--- config.mk ---
export PLATFORM = sky130hd
export DESIGN_NAME = serial7_deser
export DESIGN_NICKNAME = d
export VERILOG_FILES = /design/src/rtl/serial7_pkg.sv /design/src/rtl/serial7_frame_track.sv /design/src/rtl/serial7_lane_capture.sv /design/src/rtl/serial7_word_pipe.sv /design/src/rtl/serial7_deser.sv
export SDC_FILE = /design/constraint.sdc
export NUM_CORES = 1
export LEC_CHECK = 0
export BUFFER_PORTS_ARGS = -buffer_cell sky130_fd_sc_hd__buf_2
export CAP_MARGIN = 20
export CORE_MARGIN = 1.5
export CORE_UTILIZATION = 50
export DETAILED_ROUTE_END_ITERATION = 8
export PLACE_DENSITY = 0.71
export SLEW_MARGIN = 20
export SYNTH_ARGS = -nofsm -noshare
export SYNTH_HDL_FRONTEND = slang
export SYNTH_SLANG_ARGS = --single-unit
--- constraint.sdc ---
create_clock -name clk_bit -period 2.2 [get_ports clk_bit]
set_input_delay 0.11 -clock clk_bit [delete_from_list [all_inputs] [get_ports clk_bit]]
set_output_delay 0.11 -clock clk_bit [all_outputs]
set_load 0.05 [all_outputs]
--- src/rtl/serial7_pkg.sv ---
package serial7_pkg;

    // Bit slots carried by each lane in one frame.
    localparam int SLOTS_DEF = 7;

    // Controller states on the output side.
    typedef enum logic [1:0] {
        ST_OFF  = 2'd0,
        ST_FILL = 2'd1,
        ST_RUN  = 2'd2,
        ST_LOST = 2'd3
    } link_state_e;

endpackage

--- src/rtl/serial7_frame_track.sv ---
module serial7_frame_track #(
    parameter int SLOTS      = 7,
    parameter int LOST_LIMIT = 14,
    localparam int SW        = $clog2(SLOTS + 1),
    localparam int GW        = $clog2(LOST_LIMIT + 2)
) (
    input  logic          clk_bit,
    input  logic          rst_n,
    input  logic          frame_clk,
    output logic          frame_edge,
    output logic [SW-1:0] slot_idx,
    output logic [SW-1:0] slot_cur,
    output logic [GW-1:0] gap_cnt,
    output logic          frame_full,
    output logic          link_lost
);

    localparam logic [SW-1:0] IDLE_SLOT = SW'(SLOTS);
    localparam logic [SW-1:0] LAST_SLOT = SW'(SLOTS - 1);
    localparam logic [GW-1:0] GAP_TOP   = GW'(LOST_LIMIT + 1);

    logic          fclk_q;
    logic [SW-1:0] slot_q;
    logic [GW-1:0] gap_q;
    logic          full_q;

    assign frame_edge = frame_clk & ~fclk_q;
    assign slot_idx   = frame_edge ? '0 : slot_q;

    always_ff @(posedge clk_bit) begin
        if (!rst_n) begin
            fclk_q <= 1'b1;
            slot_q <= IDLE_SLOT;
            gap_q  <= '0;
            full_q <= 1'b0;
        end else begin
            fclk_q <= frame_clk;
            if (slot_idx != IDLE_SLOT) begin
                slot_q <= slot_idx + SW'(1);
            end
            if (frame_edge) begin
                gap_q <= '0;
            end else if (gap_q != GAP_TOP) begin
                gap_q <= gap_q + GW'(1);
            end
            if (slot_idx == LAST_SLOT) begin
                full_q <= 1'b1;
            end else if (frame_edge) begin
                full_q <= 1'b0;
            end
        end
    end

    assign slot_cur   = slot_q;
    assign gap_cnt    = gap_q;
    assign frame_full = full_q;
    assign link_lost  = (gap_q == GAP_TOP);

endmodule

--- src/rtl/serial7_lane_capture.sv ---
module serial7_lane_capture #(
    parameter int LANES = 4,
    parameter int SLOTS = 7,
    localparam int SW   = $clog2(SLOTS + 1),
    localparam int W    = LANES * SLOTS
) (
    input  logic             clk_bit,
    input  logic             rst_n,
    input  logic [LANES-1:0] lane_in,
    input  logic [SW-1:0]    slot_idx,
    output logic [W-1:0]     asm_word
);

    for (genvar l = 0; l < LANES; l++) begin : g_lane
        logic [SLOTS-1:0] bank;

        always_ff @(posedge clk_bit) begin
            if (!rst_n) begin
                bank <= '0;
            end else begin
                for (int s = 0; s < SLOTS; s++) begin
                    if (slot_idx == SW'(s)) begin
                        bank[s] <= lane_in[l];
                    end
                end
            end
        end

        assign asm_word[l*SLOTS +: SLOTS] = bank;
    end

endmodule

--- src/rtl/serial7_word_pipe.sv ---
module serial7_word_pipe #(
    parameter int W = 28
) (
    input  logic         clk_bit,
    input  logic         rst_n,
    input  logic         frame_edge,
    input  logic         frame_full,
    input  logic         flush,
    input  logic         clear_out,
    input  logic [W-1:0] asm_word,
    output logic [W-1:0] word_q,
    output logic         load
);

    logic         stage_v;
    logic [W-1:0] stage_w;
    logic [W-1:0] out_w;

    assign load = frame_edge & stage_v & ~flush;

    always_ff @(posedge clk_bit) begin
        if (!rst_n) begin
            stage_v <= 1'b0;
            stage_w <= '0;
            out_w   <= '0;
        end else begin
            if (flush) begin
                stage_v <= 1'b0;
            end else if (frame_edge) begin
                stage_v <= frame_full;
                stage_w <= asm_word;
            end
            if (clear_out) begin
                out_w <= '0;
            end else if (load) begin
                out_w <= stage_w;
            end
        end
    end

    assign word_q = out_w;

endmodule

--- src/rtl/serial7_deser.sv ---
module serial7_deser
    import serial7_pkg::*;
#(
    parameter int LANES      = 4,
    parameter int SLOTS      = SLOTS_DEF,
    parameter int LOST_LIMIT = 2 * SLOTS,
    localparam int W         = LANES * SLOTS,
    localparam int SW        = $clog2(SLOTS + 1),
    localparam int GW        = $clog2(LOST_LIMIT + 2),
    localparam int HALF      = SLOTS / 2
) (
    input  logic             clk_bit,
    input  logic             rst_n,
    input  logic             frame_clk,
    input  logic [LANES-1:0] lane_in,
    input  logic             pd_n,
    output logic [W-1:0]     word_out,
    output logic             strobe_out
);

    logic          frame_edge;
    logic [SW-1:0] slot_idx;
    logic [SW-1:0] slot_cur;
    logic [GW-1:0] gap_cnt;
    logic          frame_full;
    logic          link_lost;
    logic [W-1:0]  asm_word;
    logic [W-1:0]  word_q;
    logic          load;
    logic          flush;
    logic          clear_out;
    logic          strobe_raw;

    link_state_e state_q, state_d;

    serial7_frame_track #(
        .SLOTS      (SLOTS),
        .LOST_LIMIT (LOST_LIMIT)
    ) track_i (
        .clk_bit    (clk_bit),
        .rst_n      (rst_n),
        .frame_clk  (frame_clk),
        .frame_edge (frame_edge),
        .slot_idx   (slot_idx),
        .slot_cur   (slot_cur),
        .gap_cnt    (gap_cnt),
        .frame_full (frame_full),
        .link_lost  (link_lost)
    );

    serial7_lane_capture #(
        .LANES (LANES),
        .SLOTS (SLOTS)
    ) cap_i (
        .clk_bit  (clk_bit),
        .rst_n    (rst_n),
        .lane_in  (lane_in),
        .slot_idx (slot_idx),
        .asm_word (asm_word)
    );

    serial7_word_pipe #(
        .W (W)
    ) pipe_i (
        .clk_bit    (clk_bit),
        .rst_n      (rst_n),
        .frame_edge (frame_edge),
        .frame_full (frame_full),
        .flush      (flush),
        .clear_out  (clear_out),
        .asm_word   (asm_word),
        .word_q     (word_q),
        .load       (load)
    );

    // State register.
    always_ff @(posedge clk_bit) begin
        if (!rst_n) begin
            state_q <= ST_FILL;
        end else begin
            state_q <= state_d;
        end
    end

    // Next-state logic.
    always_comb begin
        state_d = state_q;
        if (!pd_n) begin
            state_d = ST_OFF;
        end else begin
            unique case (state_q)
                ST_OFF:  state_d = ST_FILL;
                ST_FILL: begin
                    if (link_lost)  state_d = ST_LOST;
                    else if (load)  state_d = ST_RUN;
                end
                ST_RUN:  begin
                    if (link_lost)  state_d = ST_LOST;
                end
                ST_LOST: begin
                    if (frame_edge) state_d = ST_FILL;
                end
                default: state_d = ST_FILL;
            endcase
        end
    end

    // Outputs of the controller.
    always_comb begin
        flush      = ~pd_n;
        clear_out  = ~pd_n;
        strobe_raw = 1'b0;
        unique case (state_q)
            ST_OFF: begin
                flush     = 1'b1;
                clear_out = 1'b1;
            end
            ST_FILL: ;
            ST_RUN: begin
                strobe_raw = (slot_cur > SW'(HALF)) && (gap_cnt < GW'(SLOTS));
            end
            ST_LOST: begin
                flush = 1'b1;
            end
            default: ;
        endcase
    end

    assign word_out   = pd_n ? word_q : '0;
    assign strobe_out = pd_n & strobe_raw;

endmodule

# Word level (Yosys, flattened, before mapping)
# Cells that the tools add are included.
# totals
reg_bits	96
out_inout_bits	29
inputBits	8
# classes
n_eq_ne	18
addsub	2
n_reduce_logical	12
n_bitwise	8
n_lt_le_gt_ge	2
mux	13
# op_table
operator	count
2-to-1 mux 28 bit	1
== test 3 bit, second input constant	3
!= test 3 bit, second input constant	3
2-to-1 mux 2 bit	4
!= test 4 bit, second input constant	2
one-hot mux 2 bit (4 select lines)	1
OR reduction 2 bit	4
== test 3 x 2 -> 1 bit, second input constant	2
2-to-1 mux 1 bit	6
AND reduction 3 bit	2
adder 4 x 1 -> 4 bit, second input constant	1
bitwise AND 1 bit	4
== test 2 bit, second input constant	2
== test 4 bit, second input constant	1
< comparator 4 x 3 -> 1 bit, second input constant	1
NOT 1 bit	4
AND reduction 2 bit	2
adder 3 x 1 -> 3 bit, second input constant	1
== test 3 x 1 -> 1 bit, second input constant	1
greater-than comparator 3 x 2 -> 1 bit, second input constant	1
zero test 3 bit	1
2-to-1 mux 3 bit	1
!= test 3 x 2 -> 1 bit, second input constant	1
== test 2 x 1 -> 1 bit, second input constant	1
other kinds (5)	5

# Depth between registers and ports, before layout
# Gate-level depths: netlist of run 1.
# logic_depth
depth_word	9
depth_mapped	9
depth_no_buf	8

# Hierarchy
# From an unflattened synthesis of run 1, not the netlist that was laid out.
# hier_totals
cells_unflattened	454
area_unflattened_um2	4016.4
# modules_own_cells
mod	cells_per_inst	area_each_um2	n_inst
serial7_word_pipe	250	2103.3	1
serial7_lane_capture	103	1082.3	1
serial7_frame_track	44	422.9	1
serial7_deser	57	407.9	1

# Least setup slack after synthesis of run 1
# OpenSTA, ideal clock, no wires.
# synth_timing
path_type	reg-to-output
start	register track_i.gap_q[0], in the netlist track_i.gap_cnt[0]
end	output port strobe_out
setup_slack_ps	224
path_stages_with_launch	5
path_buffers	0
arrival_ps	1866
path_cell_list	dfxtp_1 > ha_1 > nand2_1 > nand3_1 > nor3b_1
# synth_via
elab_chain_len	4
# synth_rtl
item	line_no	source
start: declaration	serial7_frame_track.sv:24	logic [GW-1:0] gap_q;
start signal: assignment	serial7_frame_track.sv:44	gap_q <= gap_q + GW'(1);
< comparator 4 x 3 -> 1 bit	serial7_deser.sv:120	strobe_raw = (slot_cur > SW'(HALF)) && (gap_cnt < GW'(SLOTS));
logical AND 1 bit	serial7_deser.sv:120	
2-to-1 mux 1 bit	serial7_deser.sv:113	unique case (state_q)
bitwise AND 1 bit	serial7_deser.sv:130	assign strobe_out = pd_n & strobe_raw;
end: declaration	serial7_deser.sv:18	output logic strobe_out
# Every way passes these cells.

# Worst setup path in the final report of run 1
# layout_timing
start	register state_q[0]
end	register pipe_i.out_w[7], in the netlist pipe_i.word_q[7]
# layout_via
elab_chain_len	5
# layout_rtl
item	line_no	source
start: declaration	serial7_deser.sv:34	link_state_e state_q, state_d;
start signal: assignment	serial7_deser.sv:81	state_q <= state_d;
== test 2 bit or zero test 2 bit (tied branches)	serial7_deser.sv:113	
OR reduction 2 bit (no line)	--	
2-to-1 mux 1 bit	serial7_deser.sv:113	
NOT 1 bit (no line)	--	
bitwise AND 1 bit	serial7_word_pipe.sv:19	assign load = frame_edge & stage_v & ~flush;
end signal: assignment	serial7_word_pipe.sv:36	out_w <= stage_w;
end: declaration	serial7_word_pipe.sv:17	logic [W-1:0] out_w;
# Parallel ways exist; a longest one is shown, timed or not.
# A chain may end at the register's enable or synchronous reset.

==> impl_metrics.prom, run 1 <==
# TYPE chip_impl_metric gauge
chip_impl_metric{name="switching_share",unit="%"} 28.2
chip_impl_metric{name="die_w",unit="µm"} 91.0
chip_impl_metric{name="synth-seq-cells",unit=""} 96
chip_impl_metric{name="grt_max_degree",unit=""} 58
chip_impl_metric{name="pwr-share-clk",unit="%"} 29.9
chip_impl_metric{name="critPathBufInv",unit=""} 1
chip_impl_info{name="tritoncts",value="done"} 1
chip_impl_metric{name="finalClockSkew",unit="ns"} 0.00962
chip_impl_metric{name="clk_pin_slew",unit="ns"} 0.09
chip_impl_metric{name="finalCriticalPeriod",unit="ns"} 1.80
chip_impl_info{name="hold_start",value="rst_n"} 1
chip_impl_metric{name="cts.repair_timing.setup_buffer_count",unit=""} 0
chip_impl_metric{name="syn-cell-area",unit="mm²"} 0.00387
chip_impl_metric{name="grt.met3_usage",unit="%"} 3.02
chip_impl_info{name="critical_path.cell_chain",value="inv_1 -> ha_1 -> and4b_4 -> nand2_2 -> nand2_1 -> a21oi_1"} 1
chip_impl_metric{name="max-slew-margin-rel",unit="%"} 62.1
chip_impl_metric{name="cp_data_arrival_time",unit="ns"} 2.09
chip_impl_metric{name="synth_warn",unit=""} 0
chip_impl_info{name="hold_end",value="track_i.slot_cur[1]"} 1
chip_impl_metric{name="p_switching",unit="mW"} 0.994
chip_impl_metric{name="irDropWorstVdd",unit="µV"} 391
chip_impl_metric{name="grt-ovfl-total",unit=""} 0
chip_impl_info{name="cp_slowest_cell",value="dfxtp_1"} 1
chip_impl_metric{name="critical_path.max_fanout",unit=""} 28
chip_impl_metric{name="post-synth-top-area-fraction",unit="%"} 49.7
chip_impl_metric{name="slowest_delay",unit="ns"} 0.40
chip_impl_metric{name="grt_first_pass_wirelength",unit="mm"} 12.5
chip_impl_metric{name="critical_path_required",unit="ns"} 2.49
chip_impl_metric{name="hold_path_depth",unit=""} 2
chip_impl_metric{name="drtPass1Iterations",unit=""} 4
chip_impl_metric{name="rows",unit=""} 31
chip_impl_metric{name="route.detailed.drc",unit=""} 0
chip_impl_metric{name="post-dp-hpwl",unit="mm"} 4.75
chip_impl_metric{name="synth_cells",unit=""} 450
chip_impl_metric{name="route.final.wire_length",unit="mm"} 7.27
chip_impl_info{name="synth_top_cell_by_area",value="dfxtp_1"} 1
chip_impl_metric{name="ctsLongestPathBuffers",unit=""} 2
chip_impl_metric{name="share_of_synthesized_flip_flops_with_an_asynchronous_set_or_reset",unit="%"} 0
chip_impl_metric{name="vias",unit=""} 2923
chip_impl_metric{name="max_freq",unit="MHz"} 556
chip_impl_metric{name="detailedRoute.firstIterationViolations",unit=""} 124
chip_impl_metric{name="worst_slew_pin_slew",unit="ns"} 0.569
chip_impl_metric{name="starting_utilization_of_the_core_area",unit="%"} 52.5
chip_impl_metric{name="combPwrFrac",unit="%"} 15.5
chip_impl_metric{name="power_report.internal_total",unit="mW"} 2.53
chip_impl_metric{name="finalHoldWorstSlack",unit="ns"} 0.0151
chip_impl_info{name="synth.cells.most_frequent",value="nand2_1 (122), dfxtp_1 (96), a21oi_1 (57)"} 1
chip_impl_metric{name="diodes",unit=""} 0
chip_impl_metric{name="yosysUniqueCellTypes",unit=""} 32
chip_impl_metric{name="die-height",unit="µm"} 91.0
chip_impl_metric{name="cap_violations",unit=""} 0
chip_impl_metric{name="numPortBuffers",unit=""} 36
chip_impl_info{name="rsz0062_at_grt",value="false"} 1
chip_impl_metric{name="via_per_inst",unit=""} 5.03
chip_impl_metric{name="met2_routing_resource_usage_after_global_routing",unit="%"} 32.7
chip_impl_info{name="rr_startpoint",value="state_q[0]"} 1
chip_impl_metric{name="fin_tns_setup",unit="ns"} 0
chip_impl_metric{name="sequentialPowerShare",unit="%"} 54.6
chip_impl_info{name="global_route.peak_usage_layer",value="met2"} 1
chip_impl_metric{name="synth.net_count",unit=""} 469
chip_impl_info{name="path_class",value="reg2reg"} 1
chip_impl_info{name="worstSetupEndpointType",value="flip-flop"} 1
chip_impl_metric{name="timing_hold_violations_final",unit=""} 0
chip_impl_metric{name="clock_sink_count",unit=""} 96
chip_impl_metric{name="setup_viol",unit=""} 0
chip_impl_metric{name="drive_above_1_share",unit="%"} 13.1
chip_impl_info{name="critical_path.top_delay_family",value="simple AND/OR/NAND/NOR gates"} 1
chip_impl_metric{name="area_growth_syn_to_layout",unit="%"} 9.74
chip_impl_metric{name="grtUsageTotal",unit="%"} 19.1
chip_impl_metric{name="path_depth",unit=""} 6
chip_impl_metric{name="core_area",unit="mm²"} 0.00737
chip_impl_metric{name="post-route-period-util",unit="%"} 81.8
chip_impl_info{name="hold_removal_path_class",value="in2reg"} 1
chip_impl_metric{name="synthesis.area_per_instance",unit="µm²"} 8.59
chip_impl_info{name="crit_path_start_kind",value="flip-flop"} 1
chip_impl_metric{name="postCtsResizedCells",unit=""} 0
chip_impl_metric{name="cellLeakagePower",unit="nW"} 1.69
chip_impl_metric{name="wl_per_cell",unit="µm"} 12.5
chip_impl_metric{name="number_of_antenna_violations_at_the_first_check_in_global_routing",unit=""} 0
chip_impl_metric{name="synth_sequential_area_ratio",unit="%"} 49.7
chip_impl_info{name="worstReg2RegEnd",value="pipe_i.word_q[7]"} 1
chip_impl_info{name="ys_top_cells_by_area",value="dfxtp_1 (50%), nand2_1 (12%), mux2i_1 (8.0%)"} 1
chip_impl_metric{name="groute.layer.met1.usage",unit="%"} 23.5
chip_impl_info{name="result_of_the_run",value="finished clean"} 1
chip_impl_metric{name="regToRegSetupSlack",unit="ns"} 0.40
chip_impl_info{name="ys.flop_type",value="dfxtp_1"} 1
chip_impl_metric{name="tritoncts.num_buffers",unit=""} 9
chip_impl_metric{name="synth_edf_count",unit=""} 0
chip_impl_metric{name="num_io_pins",unit=""} 37
chip_impl_metric{name="htree_num_levels",unit=""} 3
chip_impl_metric{name="power_density",unit="mW/mm²"} 830
chip_impl_metric{name="worst_skew_pair.late_latency",unit="ns"} 0.36
chip_impl_metric{name="reg2regPathDepth",unit=""} 6
chip_impl_metric{name="post_cts_hold_buffer_count",unit=""} 1
chip_impl_metric{name="first_global_vias",unit=""} 2768
chip_impl_info{name="synthMostInstantiatedCell",value="nand2_1"} 1
chip_impl_metric{name="fin_nets",unit=""} 496
chip_impl_metric{name="ant_nets",unit=""} 0
chip_impl_info{name="clock-root-buffer",value="clkbuf_8"} 1
chip_impl_metric{name="die_area",unit="mm²"} 0.00827
chip_impl_metric{name="timing_max_transition_violations_final",unit=""} 0
chip_impl_metric{name="routabilityCongestion",unit=""} 0.823
==> layer usage <==
layer  share of wire, %  wire length (µm)
met5                  0                 0
met4                1.4               105
met3                2.8               201
met2                 48              3490
met1                 48              3480
==> flip-flops by register name, summed over array words and instances, names as in the netlist <==
register            cells
pipe_i.word_q          28
pipe_i.stage_v          1
track_i.fclk_q          1
state_q                 2
track_i.gap_cnt         4
track_i.slot_cur        3
cap_i.g_lane.bank      28
pipe_i.stage_w         28
track_i.frame_full      1
==> worst max path at each step <==
stage,startpoint,end,slack [ns]
5_1_grt,state_q[0],pipe_i.word_q[12],0.20
4_1_cts,state_q[0],pipe_i.word_q[7],0.36
2_1_floorplan,track_i.gap_cnt[0],strobe_out,0.22
6_report,state_q[0],pipe_i.word_q[7],0.40
3_3_place_gp,state_q[0],pipe_i.word_q[27],0.46
3_5_place_dp,state_q[0],pipe_i.word_q[7],0.39
==> per-stage QoR <==
stage                     std cells  area (µm²)  util, %  setup slack, ns  power (mW)
after floorplan                 450        3870        -            0.224        2.38
after global placement          564        4050     55.0            0.463        2.48
after detailed placement        564        4050     55.0            0.388        2.51
after CTS                       581        4240     57.6            0.364        3.56
after global routing            581        4240     57.6            0.203        3.73
final                           581        4240     57.6            0.401        3.52
==> final cells by class <==
class,instances,area (µm²)
fillers,704,3130
repair buffers,43,235
well taps,99,124
clock buffers,11,141
clock inverters,5,40.0
flip-flops and latches,96,1920
inverters,8,30.0
multi-input cells,319,1750
==> worst reg2reg max path, stage by stage, from the launching register on <==
cell and delay, ns:
dfxtp_1 0.40, inv_1 0.09, ha_1 0.34, and4b_4 0.22, nand2_2 0.40, nand2_1 0.12, a21oi_1 0.17
==> layout by cell type, fill, tap and decap left out, types with 2 or more instances in the layout <==
cell        Yosys  layout
nand2_1       122     122
nor3_1          2       2
nor3b_1         2       2
nand2b_1        3       3
a21oi_1        57      57
a21boi_2        2       2
clkbuf_8        0      10
dfxtp_1        96      96
buf_2           8      36
inv_1           8       8
buf_4           5       6
clkinvlp_4      0       2
nand3_1         9       9
nor2_1         34      34
ha_1           11      11
mux2i_1        31      31
o21ai_0         3       3
and2_1         30      30
==> power groups by stage <==
stage	logic (mW)	registers (mW)	clock network, mW
after floorplan	0.450	1.93	0
after global placement	0.525	1.96	0
after detailed placement	0.543	1.96	0
after CTS	0.551	1.92	1.09
after global routing	0.613	1.94	1.18
final	0.547	1.92	1.05
==> cells by family (layout without fill, tap and decap cells) <==
logic type	Yosys count	after routing	share of synthesized area, %
fa+ha+maj	11	11	3.56
simple gates	208	208	23.6
buf+inv	35	67	5.01
xor+xnor	1	1	0.227
flops	96	96	49.7
mux	31	31	8.02
compound gates	68	68	9.87
Power figures use the tool's default switching activity.
==> inputs of run 2 (changes only) <==
==> constraint.sdc (replaced) <==
create_clock -name clk_bit -period 1.9 [get_ports clk_bit]
set_input_delay 0.095 -clock clk_bit [delete_from_list [all_inputs] [get_ports clk_bit]]
set_output_delay 0.095 -clock clk_bit [all_outputs]
set_load 0.05 [all_outputs]
==> run 2 against run 1 <==
Compared with the run above:
- die area is the same
- utilization is 1.2 points higher
- non-clock buffer count increased by 3
- largest cell class unchanged
- largest power group unchanged
==> impl_metrics.prom, run 2 (same netlist as run 1, synthesis figures left out) <==
# TYPE chip_impl_metric gauge
chip_impl_metric{name="via_per_inst",unit=""} 4.96
chip_impl_metric{name="number_of_antenna_violations_at_the_first_check_in_global_routing",unit=""} 0
chip_impl_metric{name="post-dp-hpwl",unit="mm"} 4.86
chip_impl_metric{name="cp_data_arrival_time",unit="ns"} 1.98
chip_impl_metric{name="setup_viol",unit=""} 0
chip_impl_metric{name="worst_skew_pair.late_latency",unit="ns"} 0.36
chip_impl_metric{name="hold_path_depth",unit=""} 3
chip_impl_metric{name="cellLeakagePower",unit="nW"} 1.73
chip_impl_metric{name="first_global_vias",unit=""} 2716
chip_impl_metric{name="cap_violations",unit=""} 0
chip_impl_metric{name="htree_num_levels",unit=""} 3
chip_impl_metric{name="fin_nets",unit=""} 499
chip_impl_metric{name="critical_path.max_fanout",unit=""} 4
chip_impl_metric{name="area_growth_syn_to_layout",unit="%"} 12.0
chip_impl_metric{name="clk_pin_slew",unit="ns"} 0.09
chip_impl_metric{name="grt_first_pass_wirelength",unit="mm"} 12.5
chip_impl_metric{name="finalHoldWorstSlack",unit="ns"} 0.0858
chip_impl_metric{name="starting_utilization_of_the_core_area",unit="%"} 52.5
chip_impl_metric{name="power_report.internal_total",unit="mW"} 3.17
chip_impl_metric{name="routed-wl-met3",unit="µm"} 160
chip_impl_info{name="rsz0062_at_grt",value="false"} 1
chip_impl_metric{name="route.final.wire_length",unit="mm"} 7.19
chip_impl_metric{name="detailedRoute.firstIterationViolations",unit=""} 102
chip_impl_metric{name="routabilityCongestion",unit=""} 0.763
chip_impl_metric{name="vias",unit=""} 2896
chip_impl_metric{name="grt_max_degree",unit=""} 58
chip_impl_metric{name="die_w",unit="µm"} 91.0
chip_impl_metric{name="route.detailed.drc",unit=""} 0
chip_impl_info{name="hold_start",value="lane_in[1]"} 1
chip_impl_metric{name="finalCriticalPeriod",unit="ns"} 1.76
chip_impl_metric{name="filler_cell_count",unit=""} 696
chip_impl_metric{name="post-layout-total-power",unit="mW"} 4.34
chip_impl_metric{name="combPwrFrac",unit="%"} 14.5
chip_impl_info{name="critical_path.cell_chain",value="dlygate4sd3_1 -> buf_2 -> nand2b_1 -> and2_1 -> inv_1 -> ha_1 -> nand3_1 -> mux2i_1 -> nor2_1"} 1
chip_impl_metric{name="post-route-period-util",unit="%"} 92.4
chip_impl_metric{name="max-slew-margin-rel",unit="%"} 62.3
chip_impl_metric{name="pwr-share-clk",unit="%"} 34.1
chip_impl_metric{name="ant_nets",unit=""} 0
chip_impl_metric{name="sequentialPowerShare",unit="%"} 51.4
chip_impl_metric{name="postPlaceCellArea",unit="mm²"} 0.00409
chip_impl_metric{name="switching_share",unit="%"} 27.0
chip_impl_info{name="dr.max_layer_used",value="met4"} 1
chip_impl_info{name="most-common-layout-cells",value="nand2_1 (122), dfxtp_1 (96), a21oi_1 (57)"} 1
chip_impl_metric{name="timing_hold_violations_final",unit=""} 0
chip_impl_info{name="path_class",value="in2reg"} 1
chip_impl_metric{name="die_area",unit="mm²"} 0.00827
chip_impl_metric{name="dp_worst_setup_slack",unit="ns"} 0.184
chip_impl_info{name="cp_slowest_cell",value="dlygate4sd3_1"} 1
chip_impl_info{name="hold_removal_path_class",value="in2reg"} 1
chip_impl_metric{name="slowest_delay",unit="ns"} 0.53
chip_impl_info{name="result_of_the_run",value="finished clean"} 1
chip_impl_metric{name="core_area",unit="mm²"} 0.00737
chip_impl_metric{name="timing_max_transition_violations_final",unit=""} 0
chip_impl_metric{name="layoutNonFillerInstCount",unit=""} 584
chip_impl_info{name="clock-root-buffer",value="clkbuf_8"} 1
chip_impl_metric{name="ctsLongestPathBuffers",unit=""} 2
chip_impl_metric{name="worst_slew_pin_slew",unit="ns"} 0.565
chip_impl_metric{name="diodes",unit=""} 0
chip_impl_metric{name="regToRegSetupSlack",unit="ns"} 0.18
chip_impl_info{name="tritoncts",value="done"} 1
chip_impl_metric{name="reg2regPathDepth",unit=""} 7
chip_impl_metric{name="grt-ovfl-total",unit=""} 0
chip_impl_metric{name="route.met2.wl",unit="mm"} 3.40
chip_impl_metric{name="finalClockSkew",unit="ns"} 0.00882
chip_impl_info{name="worstSetupEndpointType",value="flip-flop"} 1
chip_impl_metric{name="place.detailed.instances",unit=""} 566
chip_impl_metric{name="num_io_pins",unit=""} 37
chip_impl_metric{name="fin_tns_setup",unit="ns"} 0
chip_impl_info{name="rr_startpoint",value="track_i.fclk_q"} 1
chip_impl_metric{name="final_cell_area",unit="mm²"} 0.00433
chip_impl_metric{name="irDropWorstVdd",unit="µV"} 436
chip_impl_metric{name="tritoncts.num_buffers",unit=""} 9
chip_impl_metric{name="numPortBuffers",unit=""} 36
chip_impl_metric{name="layout_setup_ws",unit="ns"} 0.144
chip_impl_metric{name="grtUsageTotal",unit="%"} 18.7
chip_impl_metric{name="wl_per_cell",unit="µm"} 12.3
chip_impl_metric{name="cts.repair_timing.setup_buffer_count",unit=""} 0
chip_impl_metric{name="critical_path_required",unit="ns"} 2.12
chip_impl_metric{name="drive_above_1_share",unit="%"} 13.8
chip_impl_metric{name="p_switching",unit="mW"} 1.17
chip_impl_metric{name="max_freq",unit="MHz"} 570
chip_impl_metric{name="die-height",unit="µm"} 91.0
chip_impl_info{name="crit_path_start_kind",value="primary input"} 1
chip_impl_info{name="worstReg2RegEnd",value="cap_i.g_lane[3].bank[4]"} 1
chip_impl_info{name="hold_end",value="cap_i.g_lane[1].bank[5]"} 1
chip_impl_info{name="final_common_cell",value="nand2_1"} 1
chip_impl_metric{name="drtPass1Iterations",unit=""} 4
chip_impl_metric{name="rows",unit=""} 31
chip_impl_metric{name="clock_sink_count",unit=""} 96
chip_impl_metric{name="post-route-util",unit="%"} 58.8
chip_impl_metric{name="power_density",unit="mW/mm²"} 1000
chip_impl_metric{name="wl_met1",unit="mm"} 3.50
## run 2: cell types whose count changed in the layout (fill, tap and decap cells not counted), sizes merged
cell	before	now
buf	42	44
clkinv	2	0
dlygate4sd3	1	2
clkinvlp	2	3
bufinv	0	2
inv	9	10
clkbuf	11	9
## run 2: how the worst max path moves through the flow
stage | from | end | slack [ns] | depth (start not counted)
global route | state_q[1] | pipe_i.word_q[19] | 0.001 | 6
CTS | frame_clk | cap_i.g_lane[3].bank[4] | 0.14 | 9
finish | frame_clk | cap_i.g_lane[3].bank[4] | 0.14 | 9
detailed placement | track_i.fclk_q | cap_i.g_lane[0].bank[4] | 0.18 | 7
global placement | state_q[0] | pipe_i.word_q[24] | 0.25 | 6
floorplan | track_i.fclk_q | cap_i.g_lane[0].bank[2] | 0.19 | 8
## run 2: power groups by stage
stage / sequential [mW] / combinational, mW / clock (mW)
after floorplan: 2.23 / 0.521 / 0
after global placement: 2.27 / 0.601 / 0
after detailed placement: 2.27 / 0.627 / 0
after CTS: 2.23 / 0.635 / 1.52
after global routing: 2.25 / 0.705 / 1.60
final: 2.23 / 0.628 / 1.48
## run 2: metal layers
layer  GRT usage [%]  up-vias
met5               0        -
li1                -     1519
met3            2.85       11
met4            9.64        0
met1            23.0     1334
met2            31.5       32
## run 2: layout make-up
type	instances	area [µm²]	share of cell area (%)
well taps	99	124	2.86
clock inverters	7	103	2.37
repair buffers	46	273	6.30
flip-flops and latches	96	1920	44.4
inverters	8	30.0	0.693
multi-input cells	319	1760	40.6
clock buffers	9	124	2.86
## run 2: what timing repair did
action                                 in CTS  in global routing
hold buffers                                2                  0
setup endpoints to repair                   0                  0
gates resized for setup                     0                  0
endpoints found under the hold margin       4                  0
## run 2: critical path: cells and delay by family
family	cells	cell delay (ns)
adders and majority gates	1	0.21
muxes	1	0.23
and+or+nand+nor	4	0.69
buffers and inverters	3	0.76
==> inputs of run 3 (changes only) <==
--- a/config.mk
+++ b/config.mk
@@ -5,6 +5,7 @@
 export SDC_FILE = /design/constraint.sdc
 export NUM_CORES = 1
 export LEC_CHECK = 0
+export ABC_AREA = 1
 export BUFFER_PORTS_ARGS = -buffer_cell sky130_fd_sc_hd__buf_2
 export CAP_MARGIN = 20
 export CORE_MARGIN = 1.5
==> run 3 against run 2 <==
Compared with the run above:
- sequential power increased by 3%
- synthesized area increased by 2.0%
- routed wire length grew 5.5%
- clock power is 8% lower
- sequential share of layout area decreased by 0.69 points
- combinational power grew 19%
- clock-buffer cell count is 2 higher
- flip-flop and latch count is the same
==> impl_metrics.prom, run 3 <==
# TYPE chip_impl_metric gauge
chip_impl_info{name="result_of_the_run",value="finished clean"} 1
chip_impl_metric{name="ctsLongestPathBuffers",unit=""} 2
chip_impl_info{name="worstReg2RegEnd",value="pipe_i.stage_w[1]"} 1
chip_impl_metric{name="drtPass1Iterations",unit=""} 4
chip_impl_info{name="final_common_cell",value="nand2_1"} 1
chip_impl_metric{name="grtUsageTotal",unit="%"} 19.4
chip_impl_metric{name="tritoncts.num_buffers",unit=""} 9
chip_impl_metric{name="route.final.wire_length",unit="mm"} 7.58
chip_impl_metric{name="multi_input_comb_area",unit="mm²"} 0.00167
chip_impl_metric{name="reg2regPathDepth",unit=""} 8
chip_impl_metric{name="synth_warn",unit=""} 0
chip_impl_metric{name="regToRegSetupSlack",unit="ns"} 0.22
chip_impl_info{name="tritoncts",value="done"} 1
chip_impl_metric{name="synth_sequential_area_ratio",unit="%"} 48.7
chip_impl_metric{name="cp_data_arrival_time",unit="ns"} 1.95
chip_impl_metric{name="critical_path.max_fanout",unit=""} 6
chip_impl_metric{name="worst_skew_pair.late_latency",unit="ns"} 0.36
chip_impl_metric{name="drive_above_1_share",unit="%"} 14.0
chip_impl_info{name="synthMostInstantiatedCell",value="nand2_1"} 1
chip_impl_metric{name="hold_path_depth",unit=""} 3
chip_impl_metric{name="grt_first_pass_wirelength",unit="mm"} 13.4
chip_impl_metric{name="finalHoldWorstSlack",unit="ns"} 0.0274
chip_impl_metric{name="diodes",unit=""} 0
chip_impl_metric{name="detailedRoute.firstIterationViolations",unit=""} 175
chip_impl_metric{name="numPortBuffers",unit=""} 36
chip_impl_metric{name="routabilityCongestion",unit=""} 0.807
chip_impl_metric{name="synth_cells",unit=""} 526
chip_impl_metric{name="met2_routing_resource_usage_after_global_routing",unit="%"} 33.0
chip_impl_metric{name="postPlaceCellArea",unit="mm²"} 0.00415
chip_impl_metric{name="grt.met3_usage",unit="%"} 4.15
chip_impl_metric{name="clock_sink_count",unit=""} 96
chip_impl_info{name="hold_start",value="pd_n"} 1
chip_impl_metric{name="syn-cell-area",unit="mm²"} 0.00395
chip_impl_metric{name="regArea",unit="mm²"} 0.00192
chip_impl_metric{name="max-slew-margin-rel",unit="%"} 69.6
chip_impl_metric{name="cellLeakagePower",unit="nW"} 1.98
chip_impl_metric{name="die_area",unit="mm²"} 0.00843
chip_impl_metric{name="share_of_synthesized_flip_flops_with_an_asynchronous_set_or_reset",unit="%"} 0
chip_impl_metric{name="vias",unit=""} 3257
chip_impl_metric{name="irDropWorstVdd",unit="µV"} 675
chip_impl_metric{name="synthesis.area_per_instance",unit="µm²"} 7.50
chip_impl_info{name="rsz0062_at_grt",value="false"} 1
chip_impl_metric{name="final_cell_area",unit="mm²"} 0.00440
chip_impl_info{name="ys_top_cells_by_area",value="dfxtp_1 (49%), nand2_1 (11%), nor2_1 (9.0%)"} 1
chip_impl_info{name="worstSetupEndpointType",value="flip-flop"} 1
chip_impl_metric{name="fin_nets",unit=""} 579
chip_impl_metric{name="synth-seq-cells",unit=""} 96
chip_impl_metric{name="core_area",unit="mm²"} 0.00769
chip_impl_info{name="global_route.peak_usage_layer",value="met2"} 1
chip_impl_metric{name="number_of_antenna_violations_at_the_first_check_in_global_routing",unit=""} 0
chip_impl_metric{name="die-height",unit="µm"} 91.8
chip_impl_info{name="rr_startpoint",value="state_q[0]"} 1
chip_impl_metric{name="first_global_vias",unit=""} 3004
chip_impl_metric{name="post-route-period-util",unit="%"} 90.5
chip_impl_metric{name="critical_path_required",unit="ns"} 2.13
chip_impl_metric{name="timing_hold_violations_final",unit=""} 0
chip_impl_info{name="hold_removal_path_class",value="in2reg"} 1
chip_impl_metric{name="grt-ovfl-total",unit=""} 0
chip_impl_metric{name="cap_violations",unit=""} 0
chip_impl_metric{name="starting_utilization_of_the_core_area",unit="%"} 51.3
chip_impl_metric{name="grt_max_degree",unit=""} 45
chip_impl_metric{name="groute.layer.met1.usage",unit="%"} 24.2
chip_impl_info{name="synth_top_cell_by_area",value="dfxtp_1"} 1
chip_impl_metric{name="area_growth_syn_to_layout",unit="%"} 11.5
chip_impl_metric{name="post-dp-hpwl",unit="mm"} 5.32
chip_impl_info{name="ys.flop_type",value="dfxtp_1"} 1
chip_impl_metric{name="via_per_inst",unit=""} 4.88
chip_impl_metric{name="finalClockSkew",unit="ns"} 0.00874
chip_impl_metric{name="route.detailed.drc",unit=""} 0
chip_impl_metric{name="num_io_pins",unit=""} 37
chip_impl_metric{name="filler_cell_count",unit=""} 756
chip_impl_metric{name="rows",unit=""} 32
chip_impl_metric{name="fin_tns_setup",unit="ns"} 0
chip_impl_metric{name="synth.net_count",unit=""} 545
chip_impl_info{name="hold_end",value="pipe_i.stage_v"} 1
chip_impl_info{name="crit_path_start_kind",value="primary input"} 1
chip_impl_metric{name="yosysUniqueCellTypes",unit=""} 27
chip_impl_metric{name="worst_slew_pin_slew",unit="ns"} 0.455
chip_impl_metric{name="post-synth-top-area-fraction",unit="%"} 48.7
chip_impl_metric{name="timing_max_transition_violations_final",unit=""} 0
chip_impl_metric{name="die_w",unit="µm"} 91.8
chip_impl_info{name="synth.cells.most_frequent",value="nand2_1 (118), dfxtp_1 (96), nor2_1 (95)"} 1
chip_impl_metric{name="clk_pin_slew",unit="ns"} 0.09
chip_impl_metric{name="htree_num_levels",unit=""} 3
chip_impl_info{name="most-common-layout-cells",value="nand2_1 (118), dfxtp_1 (96), nor2_1 (95)"} 1
chip_impl_info{name="clock-root-buffer",value="clkbuf_8"} 1
chip_impl_metric{name="ant_nets",unit=""} 0
chip_impl_metric{name="setup_viol",unit=""} 0
chip_impl_metric{name="wl_per_cell",unit="µm"} 11.4
chip_impl_metric{name="synth_edf_count",unit=""} 0
chip_impl_metric{name="power_density",unit="mW/mm²"} 1000
chip_impl_metric{name="finalCriticalPeriod",unit="ns"} 1.72
chip_impl_info{name="path_class",value="in2reg"} 1
chip_impl_metric{name="max_freq",unit="MHz"} 582
-- run 3: changes by cell type after synthesis, sizes merged, moves of 3 or more --
cell	change
nor2	+63
o21ai	+45
inv	+42
and2	-31
mux2i	-31
nand3	+13
a21oi	-10
a21boi	-3
clkbuf	-3
nand2b	-3
nand4	+3
-- run 3: final cells by class --
class	instances	share of cell area (%)
tap	102	2.90
clock inverter	5	1.45
clock buffer	11	3.21
timing repair buffer	46	6.34
inverter	52	4.49
multi-input combinational	355	37.9
sequential	96	43.7
-- run 3: worst max-delay path by stage --
stage | startpoint | cells past startpoint | endpoint | slack (ns)
after floorplan | track_i.gap_cnt[0] | 4 | strobe_out | 0.06
after global placement | state_q[0] | 8 | pipe_i.word_q[4] | 0.23
after detailed placement | state_q[0] | 8 | pipe_i.word_q[22] | 0.16
after CTS | state_q[0] | 8 | pipe_i.word_q[22] | 0.15
after global routing | frame_clk | 11 | track_i.slot_cur[0] | 0.009
final | frame_clk | 11 | track_i.slot_cur[1] | 0.18
-- run 3: per-layer routing --
metal,up-vias,wire length [µm],part of all wire (%)
met1,1476,3730,49
met5,-,0,0
met3,9,277,3.7
li1,1723,-,-
met4,0,85,1.1
met2,49,3490,46
-- run 3: kinds of logic after synthesis --
logic type	after synthesis	synth area share [%]
flip-flops	96	48.7
adder cells (fa/ha/maj)	11	3.49
buffers and inverters	75	9.00
AO/OA/AOI/OAI	96	13.2
AND/OR/NAND/NOR	247	25.4
XOR/XNOR	1	0.222
-- run 3: stage by stage --
step	instances	utilization, %	total power, mW	worst slack, ns
6_report	667	57.2	4.40	0.181
5_1_grt	667	57.2	4.66	0.00932
4_1_cts	666	57.1	4.43	0.147
3_5_place_dp	647	54.0	3.08	0.159
3_3_place_gp	647	54.0	3.06	0.234
2_1_floorplan	526	-	2.91	0.0613
-- run 3: worst max-delay path: stages --
cell and delay [ns]:
dlygate4sd3_1 0.52, buf_2 0.09, inv_1 0.06, nor2_4 0.18
inv_1 0.11, nand2_1 0.11, inv_1 0.07, ha_1 0.20
ha_1 0.25, a21oi_1 0.14, o21ai_0 0.11
-- run 3: what timing repair did --
action                                 CTS  global route
buffers inserted                         0             1
endpoints found under the hold margin    2             0
gates resized for setup                  0             2
hold buffers                             3             0
setup endpoints to repair                0             5
-- run 3: power by group --
group	total, mW	switching [mW]	internal, mW
Combinational	0.747	0.491	0.256
Clock	1.36	0.703	0.657
Sequential	2.30	0.0992	2.20
